==> src/rtl/irq_cond_pkg.sv <==
package irq_cond_pkg;
    typedef enum logic [1:0] {
        ST_OFF,
        ST_LVL,
        ST_ARMED,
        ST_PEND
    } src_state_e;

    function automatic logic [1:0] field_to_lvl(input logic [1:0] fld);
        return (fld == 2'b00) ? 2'b00 : fld - 2'b01;
    endfunction
endpackage

==> src/rtl/irq_sync.sv <==
module irq_sync #(
    parameter int  W       = 1,
    parameter logic RST_VAL = 1'b1
) (
    input  logic         clk,
    input  logic         rst_n,
    input  logic [W-1:0] d,
    output logic [W-1:0] q
);
    logic [W-1:0] stage1;

    always_ff @(posedge clk or negedge rst_n) begin
        if (!rst_n) begin
            stage1 <= {W{RST_VAL}};
            q      <= {W{RST_VAL}};
        end else begin
            stage1 <= d;
            q      <= stage1;
        end
    end
endmodule

==> src/rtl/irq_src_fsm.sv <==
module irq_src_fsm
    import irq_cond_pkg::*;
(
    input  logic clk,
    input  logic rst_n,
    input  logic en,
    input  logic edge_mode,
    input  logic fall,
    input  logic ack,
    output logic latched
);
    src_state_e state_q, state_d;

    always_ff @(posedge clk or negedge rst_n) begin
        if (!rst_n) state_q <= ST_OFF;
        else        state_q <= state_d;
    end

    always_comb begin
        state_d = state_q;
        if (!en) begin
            state_d = ST_OFF;                       // to_off
        end else if (!edge_mode) begin
            state_d = ST_LVL;                       // to_level
        end else if (fall) begin
            state_d = ST_PEND;                      // capture (wins over ack)
        end else begin
            unique case (state_q)
                ST_OFF, ST_LVL: state_d = ST_ARMED; // arm, latch cleared
                ST_ARMED:       state_d = ST_ARMED;
                ST_PEND:        state_d = ack ? ST_ARMED : ST_PEND; // arm / hold
                default:        state_d = ST_OFF;
            endcase
        end
    end

    always_comb begin
        latched = (state_q == ST_PEND);
    end
endmodule

==> src/rtl/irq_cond.sv <==
module irq_cond
    import irq_cond_pkg::*;
#(
    parameter int NUM_SRC = 2,
    parameter int GRP_W   = 3,
    parameter int DATA_W  = 8,
    parameter int ADDR_W  = $clog2(NUM_SRC + 1)
) (
    input  logic                 clk,
    input  logic                 rst_n,
    input  logic [NUM_SRC-1:0]   irq_pin_n,
    input  logic [NUM_SRC-1:0]   ack,
    input  logic [GRP_W-1:0]     grp_src,
    input  logic                 wr_en,
    input  logic [ADDR_W-1:0]    wr_addr,
    input  logic [DATA_W-1:0]    wr_data,
    input  logic [ADDR_W-1:0]    rd_addr,
    output logic [DATA_W-1:0]    rd_data,
    output logic [NUM_SRC-1:0]   req,
    output logic [2*NUM_SRC-1:0] req_lvl,
    output logic                 grp_req,
    output logic [1:0]           grp_lvl
);
    localparam int MODE_BIT = 2;
    localparam int STAT_BIT = 3;
    localparam int CFG_W    = 3;
    localparam logic [ADDR_W-1:0] GRP_ADDR = ADDR_W'(NUM_SRC);

    logic [NUM_SRC-1:0][1:0] fld_q;
    logic [NUM_SRC-1:0]      mode_q;
    logic [1:0]              grp_fld_q;
    logic [NUM_SRC-1:0]      pin_s;
    logic [NUM_SRC-1:0]      pin_prev;
    logic [NUM_SRC-1:0]      fall;
    logic [NUM_SRC-1:0]      en;
    logic [NUM_SRC-1:0]      latched;
    logic [NUM_SRC-1:0]      status;
    logic                    grp_en;
    logic                    wr_unused;

    assign wr_unused = ^wr_data[DATA_W-1:CFG_W];

    // configuration write port; status and reserved bits are not stored
    always_ff @(posedge clk or negedge rst_n) begin
        if (!rst_n) begin
            fld_q     <= '0;
            mode_q    <= '0;
            grp_fld_q <= 2'b00;
        end else if (wr_en) begin
            for (int i = 0; i < NUM_SRC; i++) begin
                if (wr_addr == ADDR_W'(i)) begin
                    fld_q[i]  <= wr_data[1:0];
                    mode_q[i] <= wr_data[MODE_BIT];
                end
            end
            if (wr_addr == GRP_ADDR) grp_fld_q <= wr_data[1:0];
        end
    end

    irq_sync #(.W(NUM_SRC), .RST_VAL(1'b1)) u_sync (
        .clk   (clk),
        .rst_n (rst_n),
        .d     (irq_pin_n),
        .q     (pin_s)
    );

    always_ff @(posedge clk or negedge rst_n) begin
        if (!rst_n) pin_prev <= '1;
        else        pin_prev <= pin_s;
    end

    assign fall = pin_prev & ~pin_s;

    for (genvar g = 0; g < NUM_SRC; g++) begin : g_src
        assign en[g] = (fld_q[g] != 2'b00);

        irq_src_fsm u_fsm (
            .clk       (clk),
            .rst_n     (rst_n),
            .en        (en[g]),
            .edge_mode (mode_q[g]),
            .fall      (fall[g]),
            .ack       (ack[g]),
            .latched   (latched[g])
        );

        always_comb begin
            if (en[g] && mode_q[g]) begin
                status[g] = latched[g];
                req[g]    = latched[g];
            end else begin
                status[g] = pin_s[g];
                req[g]    = en[g] && !pin_s[g];
            end
            req_lvl[2*g +: 2] = req[g] ? field_to_lvl(fld_q[g]) : 2'b00;
        end
    end

    assign grp_en  = (grp_fld_q != 2'b00);
    assign grp_req = grp_en && (|grp_src);
    assign grp_lvl = grp_req ? field_to_lvl(grp_fld_q) : 2'b00;

    always_comb begin
        rd_data = '0;
        for (int i = 0; i < NUM_SRC; i++) begin
            if (rd_addr == ADDR_W'(i)) begin
                rd_data[1:0]     = fld_q[i];
                rd_data[MODE_BIT] = mode_q[i];
                rd_data[STAT_BIT] = status[i];
            end
        end
        if (rd_addr == GRP_ADDR) rd_data[1:0] = grp_fld_q;
    end
endmodule

==> config.mk <==
export PLATFORM = sky130hd
export DESIGN_NAME = irq_cond
export DESIGN_NICKNAME = d
export VERILOG_FILES = /design/src/rtl/irq_cond_pkg.sv /design/src/rtl/irq_sync.sv /design/src/rtl/irq_src_fsm.sv /design/src/rtl/irq_cond.sv
export SDC_FILE = /design/constraint.sdc
export NUM_CORES = 1
export LEC_CHECK = 0
export BUFFER_PORTS_ARGS = -buffer_cell sky130_fd_sc_hd__buf_2
export CAP_MARGIN = 20
export CORE_MARGIN = 8
export CORE_UTILIZATION = 45
export DETAILED_ROUTE_END_ITERATION = 6
export PLACE_DENSITY = 0.84
export SKIP_LAST_GASP = 1
export SLEW_MARGIN = 20
export SYNTH_ARGS = -nofsm -noshare
export SYNTH_HDL_FRONTEND = slang
export SYNTH_HIERARCHICAL = 1
export SYNTH_SLANG_ARGS = --single-unit
==> constraint.sdc <==
create_clock -name clk -period 1.5 [get_ports clk]
set_input_delay 0.225 -clock clk [delete_from_list [all_inputs] [get_ports clk]]
set_output_delay 0.225 -clock clk [all_outputs]
set_load 0.02 [all_outputs]
==> results of run 1 <==
[registers in the layout (all words and copies together) (netlist names)]
signal and count:
fld_q 4, g_src.u_fsm/state_q 4, grp_fld_q 2, mode_q 2, pin_prev 2, u_sync/q 2
u_sync/stage1 2
[final timing paths]
path                            cells past startpoint  slack (ns)                                 from                  endpoint
worst min-delay path                                2        0.19                           wr_data[2]     mode_q[0]$_DFFE_PN0P_
worst min register to register                      0        0.36           u_sync/stage1[0]$_DFF_PN1_     u_sync/q[0]$_DFF_PN1_
max in group asynchronous                           2        0.82                                rst_n     pin_prev[0]$_DFF_PN1_
worst max register to register                      2        0.49                mode_q[1]$_DFFE_PN0P_     mode_q[1]$_DFFE_PN0P_
worst max-delay path                                5       -0.12  g_src[1].u_fsm/state_q[1]$_DFF_PN0_                rd_data[3]
min in group asynchronous                           2        0.37                                rst_n  grp_fld_q[1]$_DFFE_PN0P_
[critical path, delay by kind of cell, from the launching register on]
kind            cells  cell delay [ns]
flops               1             0.38
compound gates      2             0.35
simple gates        2             0.21
buf+inv             1             0.17
[report_power, final]
part	internal [mW]	switching (mW)	leakage, nW
registers	0.569	0.0819	0.205
logic	0.265	0.261	0.395
clock network	0.148	0.143	0.0210
total	0.981	0.486	0.621
[layout make-up]
| cell class | instances | area, um^2 |
|---|---|---|
| Timing Repair Buffer | 42 | 273 |
| Multi-Input combinational cell | 60 | 453 |
| Clock buffer | 4 | 36.3 |
| Tap cell | 27 | 33.8 |
| Fill cell | 146 | 638 |
| Sequential cell | 18 | 462 |
| Inverter | 7 | 26.3 |
[kinds of logic (layout without fill, tap and decap cells)]
| family | after synthesis | count (layout) | share of synthesized area |
|---|---|---|---|
| buffers and inverters | 11 | 53 | 0.0629 |
| AO/OA/AOI/OAI | 17 | 17 | 0.119 |
| flip-flops | 18 | 18 | 0.511 |
| other | 1 | 4 | 0.00419 |
| multiplexers | 9 | 9 | 0.109 |
| AND/OR/NAND/NOR | 30 | 30 | 0.194 |
[timing repair]
item                                   CTS  global route
setup endpoints to repair                7             9
buffers inserted                         4             7
gates resized for setup                 10            20
hold buffers                             1             2
pin swaps                                3             3
endpoints found under the hold margin   12             2
[per-layer routing]
metal / wire [um] / track usage
met1: 896 / 0.136
met2: 1070 / 0.186
met5: 0 / 0
met4: 65 / 0.0598
met3: 197 / 0.0254
[cells in the mapped netlist (3+ instances only)]
library cell | instances | share of area
nand2_1 | 7 | 0.029
buf_4 | 4 | 0.034
nor2b_1 | 3 | 0.021
dfstp_2 | 6 | 0.18
nand3b_1 | 4 | 0.034
mux2_2 | 6 | 0.075
dfrtp_1 | 12 | 0.34
o21ai_0 | 7 | 0.039
nor2_1 | 5 | 0.021
mux2i_1 | 3 | 0.034
inv_1 | 7 | 0.029
and2_1 | 4 | 0.028
[metrics by stage]
stage,util,power (mW)
final,0.668,1.47
after global routing,0.668,1.56
after CTS,0.599,1.35
after detailed placement,0.549,1.00
after global placement,0.549,0.983
after floorplan,-,0.876
==> results.ini, run 1 <==
[status]
status=complete, but fails checks
failed_checks=negative setup slack

[floorplan]
die_h_um=60.6
start_util=0.466
die_w_um=60.6
core_mm2=0.00192
rows=16
die-area_mm2=0.00367
io_pins=39

[clock_tree]
htree_levels=1
clock_path_buffers=2
numCtsBuffers=3
cts.sinks=18
clk_pin_slew_worst_paths_ns=0.10
cts_tree=built
root_buffer=clkbuf_4
clock_latency_ns=0.29

[placement]
placed_cells=141
io_buffer_count=29
place_area_mm2=0.00106
place.gp.congestion=0.711
hpwl_um=1510
pre_cts_slack_ns=0.131

[critical_path]
path_cells=and2_4 -> nand2_4 -> a2bb2oi_2 -> a211oi_2 -> buf_4
start_kind=flip-flop
slowest_stage=dfrtp_1
worst_ep_required_time_ns=1.27
end_kind=output port
cp_max_fo=3
critPathArrivalTime_ns=1.40
cp_slowest_stage_delay_ns=0.38
crit_type=flip-flop to output port

[detailed_routing]
drc=0
drtIter0Drc=22
wl_per_cell_um=14.1
via_per_inst=5.08
vias=802
routed_wl_um=2230
firstDrtPassIters=4
drt.antenna.violating_nets=0

[yosys]
yosysUniqueCellTypes=24
yosysWarnings=6
ys_seq_elements=18
synthFlopType=dfrtp_1
yosysSeqAreaShare=0.511
syn_inst=86
syn-cell-area_um2=896
avgSynthCellArea_um2=10.4
synth-edff-count=0
async_flop_share=1.00

[hold_path]
hold_class=input pin to flip-flop

[cells_and_area]
drive_gt1_frac=0.557
final_cell_mix=buf_2, buf_4, dfrtp_1
fin_cells=158
diodes=0
fin_area_mm2=0.00128
syn_to_final_growth_pct=43.3
final_common_cell=buf_2
final_nets=154

[sta]
finClkSkew_ns=0.00349
final_hold_viol_count=0
fin_ws_ns=-0.121
tns_ns=-0.393
rsz0062_at_grt=true
finalSetupViolCount=6
whs_ns=0.186
slew_viol_final=0
post-route-period-util=1.08
layout_min_cycle_time_ns=1.62
fmax_ghz=0.617

[global_route]
grt_use_total=0.114
antenna_found_initial=0
first_global_vias=772
grt_max_degree=19
grt_overflow=0
grt_pass1_wl_um=3260

[flow_run]
drv_cap=0

[power_and_ir_drop]
leakagePower_nw=0.621
p_per_area_mw_per_mm2=1140
vdd_ir_drop_max_mv=0.685

Power figures use the tool's default switching activity.
==> inputs of run 2 (changes only) <==
Settings changed: ABC_AREA from default to 1, CORE_UTILIZATION 45 to 46, PLACE_DENSITY 0.84 to 0.78.
==> results.ini, run 2 <==
[status]
status=complete, but fails checks
failed_checks=negative setup slack

[global_route]
first_global_vias=869  ; +13%
grt_use_total=0.128  ; +0.0144
grt_pass1_wl_um=3530  ; +8.0%
grt_max_degree=19  ; unchanged
grt_overflow=0  ; unchanged
antenna_found_initial=0  ; unchanged

[sta]
slew_viol_final=0  ; unchanged
final_hold_viol_count=0  ; unchanged
fmax_ghz=0.659  ; +6.8%
rsz0062_at_grt=true
post-route-period-util=1.01  ; -0.0691
finalSetupViolCount=4  ; -2
layout_min_cycle_time_ns=1.52  ; -0.104 ns
fin_ws_ns=-0.0168  ; +0.104 ns
whs_ns=0.0227  ; -0.163 ns
tns_ns=-0.0508  ; +0.342 ns
finClkSkew_ns=0.00336  ; -0.000138 ns

[cells_and_area]
nFillCells=160  ; +9.6%
final_common_cell=nand2_1
final_nets=187  ; +21%
final_util=0.650  ; -0.0176
final_cell_mix=nand2_1, buf_2, inv_1
diodes=0  ; unchanged
fin_cells=191  ; +21%
syn_to_final_growth_pct=37.2
fin_area_mm2=0.00125  ; -2.6%
drive_gt1_frac=0.409  ; -0.149
reg_top3=fld_q: 4 flops, g_src.u_fsm/state_q: 4 flops

[clock_tree]
numCtsBuffers=3  ; unchanged
htree_levels=1  ; unchanged
cts.sinks=18  ; unchanged
root_buffer=clkbuf_4
clock_path_buffers=2  ; unchanged
clk_pin_slew_worst_paths_ns=0.10  ; about the same
cts_tree=built
clock_latency_ns=0.29  ; about the same

[hold_path]
hold_class=input pin to flip-flop
hp-start=irq_pin_n[0]
hold_end=u_sync/stage1[0]$_DFF_PN1_
min_path_cells=1  ; -1

[critical_path]
r2r_cells=4  ; +2
worst_ep_required_time_ns=1.27  ; about the same
start_kind=flip-flop
critPathArrivalTime_ns=1.29  ; -0.11 ns
path_cells=nor2_1 -> nand2_1 -> nand2_2 -> nand2_2 -> nor2_2 -> buf_6
r2r_start=u_sync/q[1]$_DFF_PN1_
end_kind=output port
crit_type=flip-flop to output port
crit_top_cell=nand2_2
cp_max_fo=6  ; +3
r2r_slack_ns=0.52  ; +0.03 ns
rr_endpoint=g_src[1].u_fsm/state_q[0]$_DFF_PN0_
slowest_stage=dfrtp_2
cp_slowest_stage_delay_ns=0.46  ; +0.08 ns

[placement]
io_buffer_count=29  ; unchanged
hpwl_um=1580  ; +4.3%
place.gp.congestion=0.763  ; +7.4%
place_area_mm2=0.00107  ; +1.4%
placed_cells=173  ; +23%
pre_cts_slack_ns=0.245  ; +0.113 ns

[floorplan]
start_util=0.474  ; +0.00781
core_mm2=0.00192  ; unchanged
io_pins=39  ; unchanged
die-area_mm2=0.00366  ; -0.40%
die_w_um=60.5  ; -0.20%
die_h_um=60.5  ; -0.20%
rows=16  ; unchanged

[detailed_routing]
drc=0  ; unchanged
routed_wl_um=2180  ; -1.9%
drtIter0Drc=11  ; -50%
wl_per_cell_um=11.4  ; -19%
drt.antenna.violating_nets=0  ; unchanged
firstDrtPassIters=4  ; unchanged
vias=878  ; +9.5%
via_per_inst=4.60  ; -9.4%

[power_and_ir_drop]
vdd_ir_drop_max_mv=0.552  ; -19%
leakagePower_nw=0.715  ; +15%
power_mw=1.28  ; -13%
p_per_area_mw_per_mm2=1020  ; -10%

[yosys]
syn-cell-area_um2=911  ; +1.7%
ys_seq_elements=18  ; unchanged
ys_top_cells_by_area=dfrtp_1, dfstp_2, nand2_1
yosysMostFrequentCell=nand2_1
async_flop_share=1.00  ; unchanged
synthDominantCellAreaShare=0.330  ; -0.00553
synthFlopType=dfrtp_1
yosysUniqueCellTypes=16  ; -33%
yosysWarnings=6  ; unchanged
synth-edff-count=0  ; unchanged
syn_inst=118  ; +37%
yosysSeqAreaShare=0.503  ; -0.00843
avgSynthCellArea_um2=7.72  ; -26%
yosysTopAreaCell=dfrtp_1
synth_common_cells=nand2_1, inv_1, dfrtp_1, nor2_1, nand3_1

[flow_run]
drv_cap=0  ; unchanged

-- run 2: worst max-delay path by stage --
stage                                      from    endpoint  slack [ns]  cells after the start
after floorplan            fld_q[1]$_DFFE_PN0P_  req_lvl[0]        0.19                      6
after global placement     fld_q[3]$_DFFE_PN0P_  req_lvl[2]        0.28                      7
after detailed placement   fld_q[1]$_DFFE_PN0P_  req_lvl[0]        0.24                      7
after CTS                 u_sync/q[0]$_DFF_PN1_  req_lvl[1]       -0.02                      6
after global routing       fld_q[2]$_DFFE_PN0P_  rd_data[3]       -0.12                      6
final                     mode_q[0]$_DFFE_PN0P_  req_lvl[1]       -0.02                      6
-- run 2: worst max-delay path, delay by kind of cell, from the launching register on --
family | cells | cell delay, ns
buf+inv | 1 | 0.12
flops | 1 | 0.46
simple gates | 5 | 0.42
-- run 2: logic make-up (layout without fill, tap and decap cells) --
group                  Yosys count  after routing  synth area share
flip-flops                      18             18             0.503
AND/OR/NAND/NOR                 58             58             0.286
AO/OA/AOI/OAI                   13             13            0.0755
other                            1              4           0.00412
buffers and inverters           28             71             0.132
-- run 2: power by group --
group | total, mW | internal [mW] | switching, mW
registers | 0.607 | 0.557 | 0.0500
logic | 0.425 | 0.186 | 0.239
clock network | 0.249 | 0.103 | 0.145
total | 1.28 | 0.846 | 0.435
-- run 2: area by class of cell --
type | instances | area, um^2 | share of cell area
clock buffer | 4 | 26.3 | 0.0210
tap | 27 | 33.8 | 0.0270
multi-input combinational | 75 | 359 | 0.287
sequential | 18 | 460 | 0.368
inverter | 24 | 90.1 | 0.0721
timing repair buffer | 43 | 280 | 0.224
-- run 2: layer usage --
| metal | track usage | vias to the layer above | wire length [um] |
|---|---|---|---|
| li1 | - | 443 | - |
| met1 | 0.131 | 397 | 856 |
| met2 | 0.232 | 34 | 1110 |
| met3 | 0.0275 | 4 | 174 |
| met4 | 0.0797 | 0 | 42 |
| met5 | 0 | - | 0 |
-- run 2: repair_timing --
item	4_1_cts	5_1_grt
hold buffers	1	0
endpoints found under the setup margin	5	5
setup buffers	10	3
resized for setup	7	11
pin swaps	5	5
endpoints found under the hold margin	12	0
==> inputs of run 3 (changes only) <==
Settings changed: ABC_AREA 1 to default, CORE_UTILIZATION 46 to 45, PLACE_DENSITY 0.78 to 0.76.
==> results.ini, run 3 (same netlist as run 1, synthesis figures left out) <==
[status]
status=complete, but fails checks
failed_checks=negative setup slack

[cells_and_area]
fin_area_mm2=0.00126  ; +1.1%
final_cell_mix=buf_2, buf_4, dfrtp_1
diodes=0  ; unchanged
final_nets=153  ; -18%
drive_gt1_frac=0.538  ; +0.130
fin_cells=157  ; -18%
reg_top3=fld_q: 4 flops, g_src.u_fsm/state_q: 4 flops
final_common_cell=buf_2
syn_to_final_growth_pct=41.1

[sta]
fin_ws_ns=-0.0937  ; -0.0769 ns
post-route-period-util=1.06  ; +0.0512
rsz0062_at_grt=true
final_hold_viol_count=0  ; unchanged
whs_ns=0.0315  ; +0.00873 ns
fmax_ghz=0.627  ; -4.8%
slew_viol_final=0  ; unchanged
finalSetupViolCount=6  ; +2
layout_min_cycle_time_ns=1.59  ; +0.0769 ns
finClkSkew_ns=0.00488  ; +0.00152 ns

[floorplan]
die_w_um=60.6  ; +0.20%
io_pins=39  ; unchanged
die-area_mm2=0.00367  ; +0.40%
rows=16  ; unchanged
core_mm2=0.00192  ; unchanged
start_util=0.466  ; -0.00781
die_h_um=60.6  ; +0.20%

[detailed_routing]
drt.antenna.violating_nets=0  ; unchanged
drc=0  ; unchanged
routed-wl-met2_um=997  ; -10%
met1_length_um=952  ; +11%
via_per_inst=4.92  ; +7.1%
wl_per_cell_um=13.3  ; +17%
routed_wl_um=2090  ; -4.2%
drtIter0Drc=4  ; -7
firstDrtPassIters=4  ; unchanged
dr.max_layer_used=met4
wl_met3_um=125  ; -28%
vias=773  ; -12%

[clock_tree]
clk_pin_slew_worst_paths_ns=0.10  ; about the same
cts.sinks=18  ; unchanged
numCtsBuffers=3  ; unchanged
clock_path_buffers=2  ; unchanged
root_buffer=clkbuf_4
clock_latency_ns=0.28  ; about the same
htree_levels=1  ; unchanged
cts_tree=built

[power_and_ir_drop]
vdd_ir_drop_max_mv=0.781  ; +41%
p_clk_frac=0.198  ; +0.004
netSwitchingPower_mw=0.468  ; +7.5%
leakagePower_nw=0.619  ; -13%
seqPwrFrac=0.455  ; -0.019
power_mw=1.43  ; +12%
pwr-share-comb=0.347  ; +0.015
p_per_area_mw_per_mm2=1140  ; +11%
p_sw_frac=0.326  ; -0.0135
internal-power_mw=0.967  ; +14%

[global_route]
grt_pass1_wl_um=3290  ; -6.6%
antenna_found_initial=0  ; unchanged
grt_overflow=0  ; unchanged
grt_use_total=0.116  ; -0.0117
grt_max_degree=19  ; unchanged
first_global_vias=776  ; -11%

[placement]
io_buffer_count=29  ; unchanged
hpwl_um=1500  ; -5.2%
place_area_mm2=0.00106  ; -1.4%
placed_cells=141  ; -18%
place.gp.congestion=0.727  ; -4.8%

[critical_path]
start_kind=flip-flop
cp_max_fo=2  ; -4
crit_type=flip-flop to output port
critPathArrivalTime_ns=1.37  ; +0.08 ns
end_kind=output port
worst_ep_required_time_ns=1.27  ; about the same

[hold_path]
hold_class=input pin to flip-flop

[flow_run]
drv_cap=0  ; unchanged

## run 3: changes by cell type in the layout (fill, tap and decap cells not counted), sizes merged, moves of 4 or more
cell and delta:
nand3 -11, nand2 -25, mux2 +6, nand3b +4, and2 +4, inv -17
nor2 -7
## run 3: power by group through the flow
stage	logic [mW]	registers, mW	clock network [mW]
6_report	0.498	0.652	0.284
5_1_grt	0.542	0.661	0.319
4_1_cts	0.443	0.643	0.295
3_5_place_dp	0.351	0.650	0
3_3_place_gp	0.341	0.643	0
2_1_floorplan	0.251	0.625	0
## run 3: final timing paths
kind,start,endpoint,slack (ns),depth (start not counted)
max,g_src[0].u_fsm/state_q[0]$_DFF_PN0_,rd_data[3],-0.09,5
min reg2reg,u_sync/stage1[0]$_DFF_PN1_,u_sync/q[0]$_DFF_PN1_,0.36,0
max in group asynchronous,rst_n,pin_prev[0]$_DFF_PN1_,0.80,2
min in group asynchronous,rst_n,fld_q[2]$_DFFE_PN0P_,0.38,2
min,irq_pin_n[0],u_sync/stage1[0]$_DFF_PN1_,0.03,1
max reg2reg,mode_q[1]$_DFFE_PN0P_,mode_q[1]$_DFFE_PN0P_,0.29,4
## run 3: final cells by class
cell class              instances  area (um^2)
repair buffers                 41          264
flip-flops and latches         18          462
fillers                       162          658
well taps                      27         33.8
inverters                       7         26.3
clock buffers                   4         36.3
multi-input cells              60          442
## run 3: per-stage QoR
step | setup slack, ns | utilization | TNS [ns]
floorplan | 0.0667 | - | 0
global placement | 0.163 | 0.549 | 0
detailed placement | 0.129 | 0.549 | 0
CTS | -0.110 | 0.625 | -0.178
global route | -0.152 | 0.658 | -0.814
finish | -0.0937 | 0.658 | -0.204
## run 3: per-layer routing
metal / vias up / global-route usage
li1: 375 / -
met1: 372 / 0.129
met2: 24 / 0.208
met3: 2 / 0.0254
met4: 0 / 0.0498
met5: - / 0
## run 3: critical path, cell delays in order (launching register included)
cell and delay (ns):
dfrtp_1 0.39, and2_1 0.18, o211a_1 0.13, a211oi_2 0.17
a211oi_2 0.05, buf_4 0.16
## run 3: repair_timing
action	4_1_cts	5_1_grt
buffers inserted	6	4
gates resized for setup	18	7
endpoints found under the setup margin	7	8
hold endpoints to repair	12	1
hold buffers	1	1
pin swaps	7	2
